$ cat src/rtl/sir_pkg.sv
package sir_pkg;
  typedef enum logic {
    PW_TICKS = 1'b0,
    PW_CLOCKS = 1'b1
  } pw_mode_e;

  localparam int unsigned SEL_W = 3;
  localparam int unsigned MAX_SHIFT = (1 << SEL_W) - 1;
endpackage

$ cat src/rtl/sir_sync2.sv
module sir_sync2 (
  input  logic clk,
  input  logic rst_n,
  input  logic d_async,
  output logic q_sync
);
  logic stage1_q;
  logic stage2_q;

  always_ff @(posedge clk or negedge rst_n) begin
    if (!rst_n) begin
      stage1_q <= 1'b0;
      stage2_q <= 1'b0;
    end else begin
      stage1_q <= d_async;
      stage2_q <= stage1_q;
    end
  end

  assign q_sync = stage2_q;
endmodule

$ cat src/rtl/sir_tx_encoder.sv
module sir_tx_encoder
  import sir_pkg::*;
#(
  parameter int unsigned TICKS_PER_BIT = 16,
  parameter int unsigned WIDE_TICKS    = 3,
  parameter int unsigned BASE_COUNT    = 28
) (
  input  logic             clk,
  input  logic             rst_n,
  input  logic             tick16,
  input  logic             uart_txd,
  input  logic [SEL_W-1:0] width_sel,
  output logic             ir_txd
);
  localparam int unsigned PH_W  = $clog2(TICKS_PER_BIT);
  localparam int unsigned CNT_W = $clog2(BASE_COUNT << MAX_SHIFT);
  localparam logic [PH_W-1:0] LAST_PH  = PH_W'(TICKS_PER_BIT - 1);
  localparam logic [PH_W-1:0] WIDE_END = PH_W'(WIDE_TICKS - 1);

  logic             last_txd_q, last_txd_n;
  logic [PH_W-1:0]  ph_q, ph_n;
  logic             ir_q, ir_n;
  pw_mode_e         mode_q, mode_n;
  logic [CNT_W-1:0] cnt_q, cnt_n;
  logic [CNT_W-1:0] clk_load;
  logic             bit_open;
  logic             pulse_start;

  // Wraps to the right value when BASE_COUNT << MAX_SHIFT equals 2**CNT_W.
  assign clk_load    = (CNT_W'(BASE_COUNT) << width_sel) - CNT_W'(1);
  assign bit_open    = tick16 && ((uart_txd != last_txd_q) || (ph_q == LAST_PH));
  assign pulse_start = bit_open && !uart_txd;

  always_comb begin
    last_txd_n = last_txd_q;
    ph_n       = ph_q;
    ir_n       = ir_q;
    mode_n     = mode_q;
    cnt_n      = cnt_q;
    if (tick16) begin
      last_txd_n = uart_txd;
      ph_n       = bit_open ? '0 : ph_q + PH_W'(1);
    end
    if (pulse_start) begin
      ir_n   = 1'b1;
      mode_n = (width_sel == '0) ? PW_TICKS : PW_CLOCKS;
      cnt_n  = clk_load;
    end else if (ir_q) begin
      if (mode_q == PW_TICKS) begin
        if (tick16 && (ph_q == WIDE_END)) ir_n = 1'b0;
      end else if (cnt_q == '0) begin
        ir_n = 1'b0;
      end else begin
        cnt_n = cnt_q - CNT_W'(1);
      end
    end
  end

  always_ff @(posedge clk or negedge rst_n) begin
    if (!rst_n) begin
      last_txd_q <= 1'b1;
      ph_q       <= LAST_PH;
      ir_q       <= 1'b0;
      mode_q     <= PW_TICKS;
      cnt_q      <= '0;
    end else begin
      last_txd_q <= last_txd_n;
      ph_q       <= ph_n;
      ir_q       <= ir_n;
      mode_q     <= mode_n;
      cnt_q      <= cnt_n;
    end
  end

  assign ir_txd = ir_q;
endmodule

$ cat src/rtl/sir_rx_decoder.sv
module sir_rx_decoder #(
  parameter int unsigned TICKS_PER_BIT = 16
) (
  input  logic clk,
  input  logic rst_n,
  input  logic tick16,
  input  logic rx_level,
  output logic uart_rxd
);
  localparam int unsigned TC_W = $clog2(TICKS_PER_BIT);
  localparam logic [TC_W-1:0] LAST_TC = TC_W'(TICKS_PER_BIT - 1);

  logic            prev_q, prev_n;
  logic            busy_q, busy_n;
  logic [TC_W-1:0] tc_q, tc_n;
  logic            rise;

  assign rise = rx_level && !prev_q;

  always_comb begin
    prev_n = rx_level;
    busy_n = busy_q;
    tc_n   = tc_q;
    if (!busy_q) begin
      if (rise) begin
        busy_n = 1'b1;
        tc_n   = '0;
      end
    end else if (tick16) begin
      if (tc_q == LAST_TC) busy_n = 1'b0;
      else                 tc_n   = tc_q + TC_W'(1);
    end
  end

  always_ff @(posedge clk or negedge rst_n) begin
    if (!rst_n) begin
      prev_q <= 1'b0;
      busy_q <= 1'b0;
      tc_q   <= '0;
    end else begin
      prev_q <= prev_n;
      busy_q <= busy_n;
      tc_q   <= tc_n;
    end
  end

  assign uart_rxd = !busy_q;
endmodule

$ cat src/rtl/sir_codec.sv
module sir_codec #(
  parameter int unsigned TICKS_PER_BIT = 16,
  parameter int unsigned WIDE_TICKS    = 3,
  parameter int unsigned BASE_COUNT    = 28
) (
  input  logic       clk,
  input  logic       rst_n,
  input  logic       tick16,
  input  logic       uart_txd,
  input  logic       ir_rxd_raw,
  input  logic [2:0] width_sel,
  output logic       ir_txd,
  output logic       uart_rxd
);
  logic rx_level;

  sir_tx_encoder #(
    .TICKS_PER_BIT(TICKS_PER_BIT),
    .WIDE_TICKS   (WIDE_TICKS),
    .BASE_COUNT   (BASE_COUNT)
  ) u_tx (
    .clk      (clk),
    .rst_n    (rst_n),
    .tick16   (tick16),
    .uart_txd (uart_txd),
    .width_sel(width_sel),
    .ir_txd   (ir_txd)
  );

  sir_sync2 u_sync (
    .clk    (clk),
    .rst_n  (rst_n),
    .d_async(ir_rxd_raw),
    .q_sync (rx_level)
  );

  sir_rx_decoder #(
    .TICKS_PER_BIT(TICKS_PER_BIT)
  ) u_rx (
    .clk     (clk),
    .rst_n   (rst_n),
    .tick16  (tick16),
    .rx_level(rx_level),
    .uart_rxd(uart_rxd)
  );
endmodule

$ cat config.mk
export PLATFORM = sky130hd
export DESIGN_NAME = sir_codec
export DESIGN_NICKNAME = d
export VERILOG_FILES = /design/src/rtl/sir_pkg.sv /design/src/rtl/sir_sync2.sv /design/src/rtl/sir_tx_encoder.sv /design/src/rtl/sir_rx_decoder.sv /design/src/rtl/sir_codec.sv
export SDC_FILE = /design/constraint.sdc
export NUM_CORES = 1
export LEC_CHECK = 0
export CAP_MARGIN = 10
export CELL_PAD_IN_SITES_DETAIL_PLACEMENT = 1
export CELL_PAD_IN_SITES_GLOBAL_PLACEMENT = 1
export CORE_MARGIN = 4
export CORE_UTILIZATION = 43
export CTS_BUF_LIST = sky130_fd_sc_hd__clkbuf_4 sky130_fd_sc_hd__clkbuf_8
export CTS_CLUSTER_SIZE = 16
export DETAILED_ROUTE_END_ITERATION = 8
export PLACE_DENSITY_LB_ADDON = 0.1
export SYNTH_ARGS = -nofsm -noshare
export SYNTH_HDL_FRONTEND = slang
export SYNTH_SLANG_ARGS = --single-unit
$ cat constraint.sdc
create_clock -name clk -period 4.12 [get_ports clk]
set_clock_uncertainty 0.15 [all_clocks]
set_input_delay 0.824 -clock clk [delete_from_list [all_inputs] [get_ports clk]]
set_output_delay 0.824 -clock clk [all_outputs]
set_load 0.01 [all_outputs]
==> results.txt, run 1 <==
The flow ran to the end, and the final reports show no timing, DRC or antenna violations. The global-route wire length before repair is about 6 mm. The aggregate global routing overflow came out at 0. In the routed design, unresolved DRC markers number 0. The post-synthesis async set-or-reset flop share came out at 1.000. The global routing usage on met2 is 0.3135. The worst-case reg-to-reg path depth came out at 10. Of the total synthesized cell area, the portion taken by XOR and XNOR cells is 0.07967.

The total power per unit cell area is between 500 and 600 nW/um2. The actual slew at the worst max-slew pin came out at 0.5925 ns. The number of search-and-repair iterations in the first detailed-routing pass came out at 4. Setup repair after global routing left no endpoint under its margin. The startpoint kind of the worst setup timing path is an input port. In this run the critical register-to-register path is launched from u_tx.ph_q[1]. Synthesis produced 165 cells.

The highest net fanout along the worst path is 9. The synthesized netlist occupies a cell area of 1539 um2. The reg-to-reg endpoint is u_tx.cnt_q[8].

The CTS buffer count came out at 3. Leaving out fill and tap cells, the most frequent cells in the layout are sky130_fd_sc_hd__dfrtp_1, sky130_fd_sc_hd__nand2_1, sky130_fd_sc_hd__nor2_1, sky130_fd_sc_hd__nand3_1, sky130_fd_sc_hd__clkdlybuf4s50_1. The final estimated routing congestion in global placement came out at 0.7804. The detail-routed net length per standard cell came out at ~16 um. Measured along the y axis, the die boundary spans 67.83 um.

The detailed placement HPWL is 2.645 mm. The clock passes through at most 2 buffers. TritonCTS built the clock tree. In this run the worst hold path is classified as flop to flop.

The number of diodes added for antenna fixing came out at 0. The starting utilization of the core area is 0.4540. The post-synthesis compound-gate area fraction came to 0.1659.

The initial antenna violation count was 0. The Yosys step of the flow raised 0 warnings. After synthesis, the largest family of logic cells by area is simple AND/OR/NAND/NOR gates. 10 I/O pins were placed. The commonest non-fill, non-tap cell in the layout is sky130_fd_sc_hd__dfrtp_1. The routed layout has 1239 vias. The number of nets handed over by synthesis was ~180. The data required time of the worst path came out at 4.20 ns. The floorplan step defined a die boundary enclosing 4600 um2. The predominant post-synthesis flop cell is sky130_fd_sc_hd__dfrtp_1.

After global routing, the most crowded layer is met2. The quantity of I/O buffers inserted on ports is 9. The die span in x came out at roughly 68 um. The number of maximum-capacitance constraint violations came out at 0. The critical path is of the input port to flop type. The number of cells upsized or downsized after cts is 0. The clock insertion delay at the later pin of the skew report came out at about 0.34 ns. The post-layout instance area came out at 1710 um2. The final period demand of the worst path is 3.093 ns. The detailed router finished its first iteration with 34 violations. Of the post-synthesis cell area, the dominant cell type holds 0.3577. The maximum number of pins on one net before global-route repair came out at 28.

Counting distinct cell types in the post-synthesis netlist gives 41. Once detail routing completed, the nets flagged for antenna violations numbered 0. Hold timing on the final database bottoms out at a slack of 0.2273 ns. The final-report hold violation count came out at 0. The peak supply drop came out at 0.1724 mV.

In this run, synthesis inferred 0 flip-flops with an integrated enable. The H-tree depth is 1. The number of failing setup endpoints in the final timing report came out at 0.

The data arrival time of the critical path is 3.18 ns. The total wire length came out at 3.561 mm. The cell row count came out at 21. The final max-slew violation count was 0. For this design, the CTS-stage hold fixing added 0 buffers.

The met3 demand-to-capacity share in global routing is 0.02299. The number of register bits inferred by synthesis came out at 27. The fmax came out at 0.3233 GHz. The worst-case register-to-register setup slack is 1.40 ns. The portion of the post-synthesis area used by sequential elements is 0.4431.

Of the total synthesized cell area, the portion taken by full adders, half adders and majority gates is 0.03252. The area growth from synthesis to layout is 11.14%. The number of setup buffers added after CTS is 0. The clock-pin transition on the worst setup and hold timing paths is 0.15 ns. The first element of the critical path is tick16. The number of cells after detailed placement came out at ~220. The global router's overall resource usage is 0.1785. In this run the worst setup path terminates at u_tx.cnt_q[8]. The via count of the first global-routing pass came out at 1235. Measured against its own limit, the worst slew margin works out to 0.5998. The average size of a mapped cell is 9.327 um2. The multiplexer share of the synthesized area is 0.01382. The met1 global-route usage is 0.2228. After synthesis, the cell types taking the most area are sky130_fd_sc_hd__dfrtp_1, sky130_fd_sc_hd__dfstp_2, sky130_fd_sc_hd__xor2_1.

The TritonCTS sink count is 27. Of the total synthesized cell area, the portion taken by AND, OR, NAND and NOR gates is 0.2244. Of the available clock period, the critical path in the final layout requires 0.7507.

Of the cells placed in the final design, the portion with a size suffix greater than 1 is 0.1034. The nature of the critical path endpoint is a flop. The area inside the core boundary came out at 3390 um2. The static power due to leakage came out at 0.0006531 uW. The utilization of the core after routing came out at 0.5046. The count of non-filler cells in the finished layout came out at 220. The post-detailed-route via-to-cell ratio came out at 5.632. The total negative slack for setup checks is 0 ns. Of all cell types, the one taking the most synthesized area is sky130_fd_sc_hd__dfrtp_1. The cell sitting at the root of the clock tree is a sky130_fd_sc_hd__clkbuf_4. At the end of the flow, the number of nets in the layout was 187. The post-detailed-placement cell area is between 1500 and 2000 um2.
[power breakdown]
part / switching, uW / internal [uW]
combinational: 168 / 138
clock: 85.0 / 37.3
sequential: 97.2 / 348
total: 350 / 523
[how the worst min path moves through the flow]
stage / from / endpoint / slack (ns) / depth (start not counted)
finish: u_sync.stage1_q / u_sync.q_sync / 0.23 / 0
global route: u_sync.stage1_q / u_sync.q_sync / 0.24 / 0
CTS: u_sync.stage1_q / u_sync.q_sync / 0.24 / 0
detailed placement: u_sync.stage1_q / u_sync.q_sync / 0.21 / 0
global placement: u_sync.stage1_q / u_sync.q_sync / 0.19 / 0
floorplan: u_sync.stage1_q / u_sync.q_sync / 0.18 / 0
[stage by stage]
stage	power (uW)	setup WS (ns)
global route	949.4	0.8842
detailed placement	760.1	0.6779
CTS	885.8	1.031
finish	873.5	1.027
global placement	740.5	0.7859
floorplan	652.4	1.146
[critical path, cell delays in order]
cell and delay, ns:
sky130_fd_sc_hd__clkdlybuf4s50_1 0.64, sky130_fd_sc_hd__inv_2 0.10, sky130_fd_sc_hd__or3_1 0.45, sky130_fd_sc_hd__nand2_1 0.10, sky130_fd_sc_hd__ha_1 0.30, sky130_fd_sc_hd__inv_1 0.17
sky130_fd_sc_hd__nor2_1 0.22, sky130_fd_sc_hd__nand2_1 0.07, sky130_fd_sc_hd__o21ai_0 0.17, sky130_fd_sc_hd__a31oi_1 0.12
[routing by layer]
metal	up-vias	wire length, um
met5	-	0
met4	0	43
met3	4	83
met2	12	1798
met1	607	1635
li1	616	-
[registers in the layout, indices dropped and copies added (netlist names)]
register / cells
u_sync.stage1_q: 1
u_rx.busy_q: 1
u_rx.prev_q: 1
u_tx.cnt_q: 12
u_rx.tc_q: 4
u_sync.q_sync: 1
u_tx.last_txd_q: 1
u_tx.ir_txd: 1
u_tx.ph_q: 4
u_tx.mode_q: 1
[synth_stat cells (all sizes together) (4+ instances only)]
| master | count |
|---|---|
| xor2 | 8 |
| inv | 9 |
| nor3 | 7 |
| xnor2 | 6 |
| o21ai | 11 |
| nand2 | 17 |
| nor2 | 14 |
| a21oi | 6 |
| ha | 4 |
| dfrtp | 22 |
| dfstp | 5 |
| nand3 | 11 |
| a31oi | 4 |
| clkbuf | 5 |
[area by class of cell]
cell class	count	area, um2
clock buffer	3	22.52
inverter	9	33.78
tap	46	57.56
sequential	27	681.9
timing repair buffer	12	112.6
multi-input combinational	122	794.5
fill	389	1679
clock inverter	1	7.507
[cell families (layout without fill, tap and decap cells)]
group | Yosys count | count (layout)
compound gates | 36 | 36
xor+xnor | 14 | 14
fa+ha+maj | 4 | 4
buf+inv | 16 | 25
flops | 27 | 27
mux | 2 | 2
simple gates | 66 | 66
Power figures use the tool's default switching activity.
==> inputs of run 2 (changes only) <==
--- a/config.mk
+++ b/config.mk
@@ -9,7 +9,7 @@
 export CELL_PAD_IN_SITES_DETAIL_PLACEMENT = 1
 export CELL_PAD_IN_SITES_GLOBAL_PLACEMENT = 1
 export CORE_MARGIN = 4
-export CORE_UTILIZATION = 43
+export CORE_UTILIZATION = 42
 export CTS_BUF_LIST = sky130_fd_sc_hd__clkbuf_4 sky130_fd_sc_hd__clkbuf_8
 export CTS_CLUSTER_SIZE = 16
 export DETAILED_ROUTE_END_ITERATION = 8
==> constraint.sdc (replaced) <==
create_clock -name clk -period 2.8 [get_ports clk]
set_clock_uncertainty 0.15 [all_clocks]
set_input_delay 0.56 -clock clk [delete_from_list [all_inputs] [get_ports clk]]
set_output_delay 0.56 -clock clk [all_outputs]
set_load 0.01 [all_outputs]
==> results.txt, run 2 (synthesis gave the netlist of run 1 again) <==
The via count of the first global-routing pass is 1299. The global router's overall resource usage came out at 0.1740. The clock insertion delay at the later pin of the skew report is 0.28 ns. For this design the total switching power over the nets is 524.5 uW.

The internal power contribution came out at about 830 uW. The total wire length is 3.664 mm. The area of the die came out at 4696 um2. The number of cells on the worst reg-to-reg path is 10. The final net count came out at 191. The utilization of the core after routing is 0.5111. The count of non-filler cells in the finished layout is 224. The maximum number of pins on one net before global-route repair came out at 28. The TritonCTS sink count came out at 27.

In this run the clock root is driven by a sky130_fd_sc_hd__clkbuf_8. The number of search-and-repair iterations in the first detailed-routing pass came out at 4. The detail-routed net length per standard cell is 16.36 um. Data arrives at the worst endpoint at 2.62 ns. The detailed placement HPWL came out at 2.661 mm. The count of buffering cells on the critical path with inverters included came out at 1.

The peak supply drop is around 0.28 mV. The area growth from synthesis to layout is 14.31%. The cell type group with the largest total delay on the critical path is simple AND/OR/NAND/NOR gates. The initial DRC count came out at 40.

STA classifies the critical path endpoint as a flop. After floorplanning, the core was sized to cover 3442 um2. The top cell types in the final layout, fill and taps aside, are sky130_fd_sc_hd__dfrtp_1, sky130_fd_sc_hd__nand2_1, sky130_fd_sc_hd__nor2_1, sky130_fd_sc_hd__nand3_1, sky130_fd_sc_hd__clkdlybuf4s50_1. Measured along the x axis, the die boundary spans about 70 um. The final period demand of the worst path is 2.603 ns.

The total power per unit cell area came out at 767.5 nW/um2. The data required time of the worst path came out at between 2 and 3 ns. In the post-route analysis, the smallest setup slack over all paths is 0.1971 ns. The number of post-CTS setup repair buffers came out at 0. The post-layout instance area is ~1800 um2. The highest-delay cell along the critical path is sky130_fd_sc_hd__dfstp_2. Summed over all cells, the static leakage comes to between 0.0006 and 0.0007 uW. The actual slew at the worst max-slew pin is 0.6360 ns. Prior to clock tree synthesis, the placed netlist has a worst setup slack of -0.02313 ns. The tightest min-delay check is of the flop to flop type.

The remaining number of nets flagged by the antenna check after routing is 0. In this run, CTS created clock tree buffers numbering 3. The starting utilization of the core area came out at 0.4471. The clock share of power is 0.171. The quantity of I/O buffers inserted on ports is 9. The number of diodes added for antenna fixing came out at 0. STA classifies the critical path startpoint as a flop.

The largest registers in the layout are u_tx.cnt_q (12), u_rx.tc_q (4), u_tx.ph_q (4). The kind of critical path is flop to flop. After clock tree synthesis, the clock-pin slew on the worst setup and hold paths is 0.09 ns. In this run the critical register-to-register path is launched from u_tx.ph_q[1]. The aggregate global routing overflow came out at 0. The cts-stage hold buffer count is 0.

The endpoint identified for the worst register-to-register timing path is u_tx.cnt_q[10]. The global-route wire length before repair came out at 5.865 mm. The worst-case register-to-register setup slack is 0.20 ns. The number of cells upsized or downsized after cts is 0. The routed via count is 1301.

For hold timing, the worst endpoint is u_sync.q_sync. The highest net fanout along the worst path is 6. Setup repair after global routing left no endpoint under its margin. The share of the clock period used by the worst path is 0.9296. In this run the number of H-tree levels came out at 1. After detailed routing, the number of remaining DRC violations is 0. The combinational share of power is 0.345.

The flow ran to the end, and the final reports show no timing, DRC or antenna violations. The number of buffers between clock root and the deepest sink is 2. The die height is 68.53 um.

The post-layout total power is 1350 uW. Leaving out fill and tap cells, the most frequent cell in the layout is sky130_fd_sc_hd__dfrtp_1. The signal on the critical path passes through ha_1 -> a31oi_1 -> or3_1 -> nand2_1 -> ha_1 -> inv_1 -> nor2_1 -> nand4_1 -> xnor2_1 -> o21ai_1. The initial antenna violation count is 0. The final max-slew violation count was 0. The register share of total power is 0.484. The fraction of final layout cells sized beyond drive strength 1 is 0.1236. The number of cells after detailed placement is 220.

The switching power as a share of total power is 0.3885. The number of maximum-capacitance constraint violations came out at 0. u_tx.cnt_q holds more flip-flops than any other register. Summing all placed instances gives a cell area of 1710 um2. The final-report hold violation count came out at 0. The fmax is 0.3842 GHz. The maximum cell stage delay along the critical path is 0.57 ns. The final estimated routing congestion in global placement came out at 0.8554. The number of failing setup endpoints in the final timing report came out at 0. The register with the most flip-flops in the layout has 12 of them.

The worst slew margin relative to its limit is 0.5704. Counting instances, the worst hold path has a depth of 0. The cell row count came out at 21. TritonCTS built the clock tree.

In this run the most critical hold path is launched from u_sync.stage1_q. The post-detailed-route via-to-cell ratio came out at 5.808. Among the stages of the critical path, the cell type that occurs most often is sky130_fd_sc_hd__ha_1. Pin placement for this block handled 10 I/O pins.
run 2: cell count changes in the layout (fill, tap and decap cells not counted), sizes merged:
| cell | delta |
|---|---|
| buf | +4 |
run 2: per-stage QoR:
step                      hold WS [ns]  TNS (ns)
final                           0.2232         0
after global routing            0.2416         0
after CTS                       0.2304         0
after detailed placement        0.2077  -0.02313
after global placement          0.1848         0
after floorplan                 0.1144         0
run 2: cell type report:
cell class	instances	area [um2]
Clock buffer	3	41.29
Clock inverter	1	7.507
Fill cell	402	1683
Inverter	9	33.78
Multi-Input combinational cell	122	794.5
Sequential cell	27	681.9
Tap cell	46	57.56
Timing Repair Buffer	16	142.6
run 2: worst max path at each step:
stage | start | endpoint | slack (ns) | cells after the start
final | u_tx.ph_q[1] | u_tx.cnt_q[10] | 0.20 | 10
after global placement | tick16 | u_tx.cnt_q[10] | 0.07 | 10
after global routing | u_tx.ph_q[1] | u_tx.cnt_q[10] | 0.02 | 10
after floorplan | tick16 | u_tx.cnt_q[10] | 0.09 | 12
after CTS | u_tx.ph_q[1] | u_tx.cnt_q[10] | 0.17 | 10
after detailed placement | tick16 | u_tx.cnt_q[10] | -0.02 | 10
run 2: per-layer routing:
layer | part of all wire | global-route usage
met3 | 0.033 | 0.03241
met4 | 0.039 | 0.1241
met5 | 0 | 0
met1 | 0.43 | 0.1949
met2 | 0.50 | 0.2944
run 2: power groups by stage:
stage | sequential (uW) | combinational, uW | clock (uW)
2_1_floorplan | 624 | 336 | 0
3_3_place_gp | 649 | 440 | 0
3_5_place_dp | 659 | 462 | 0
4_1_cts | 654 | 471 | 242
5_1_grt | 668 | 524 | 260
6_report | 654 | 466 | 231
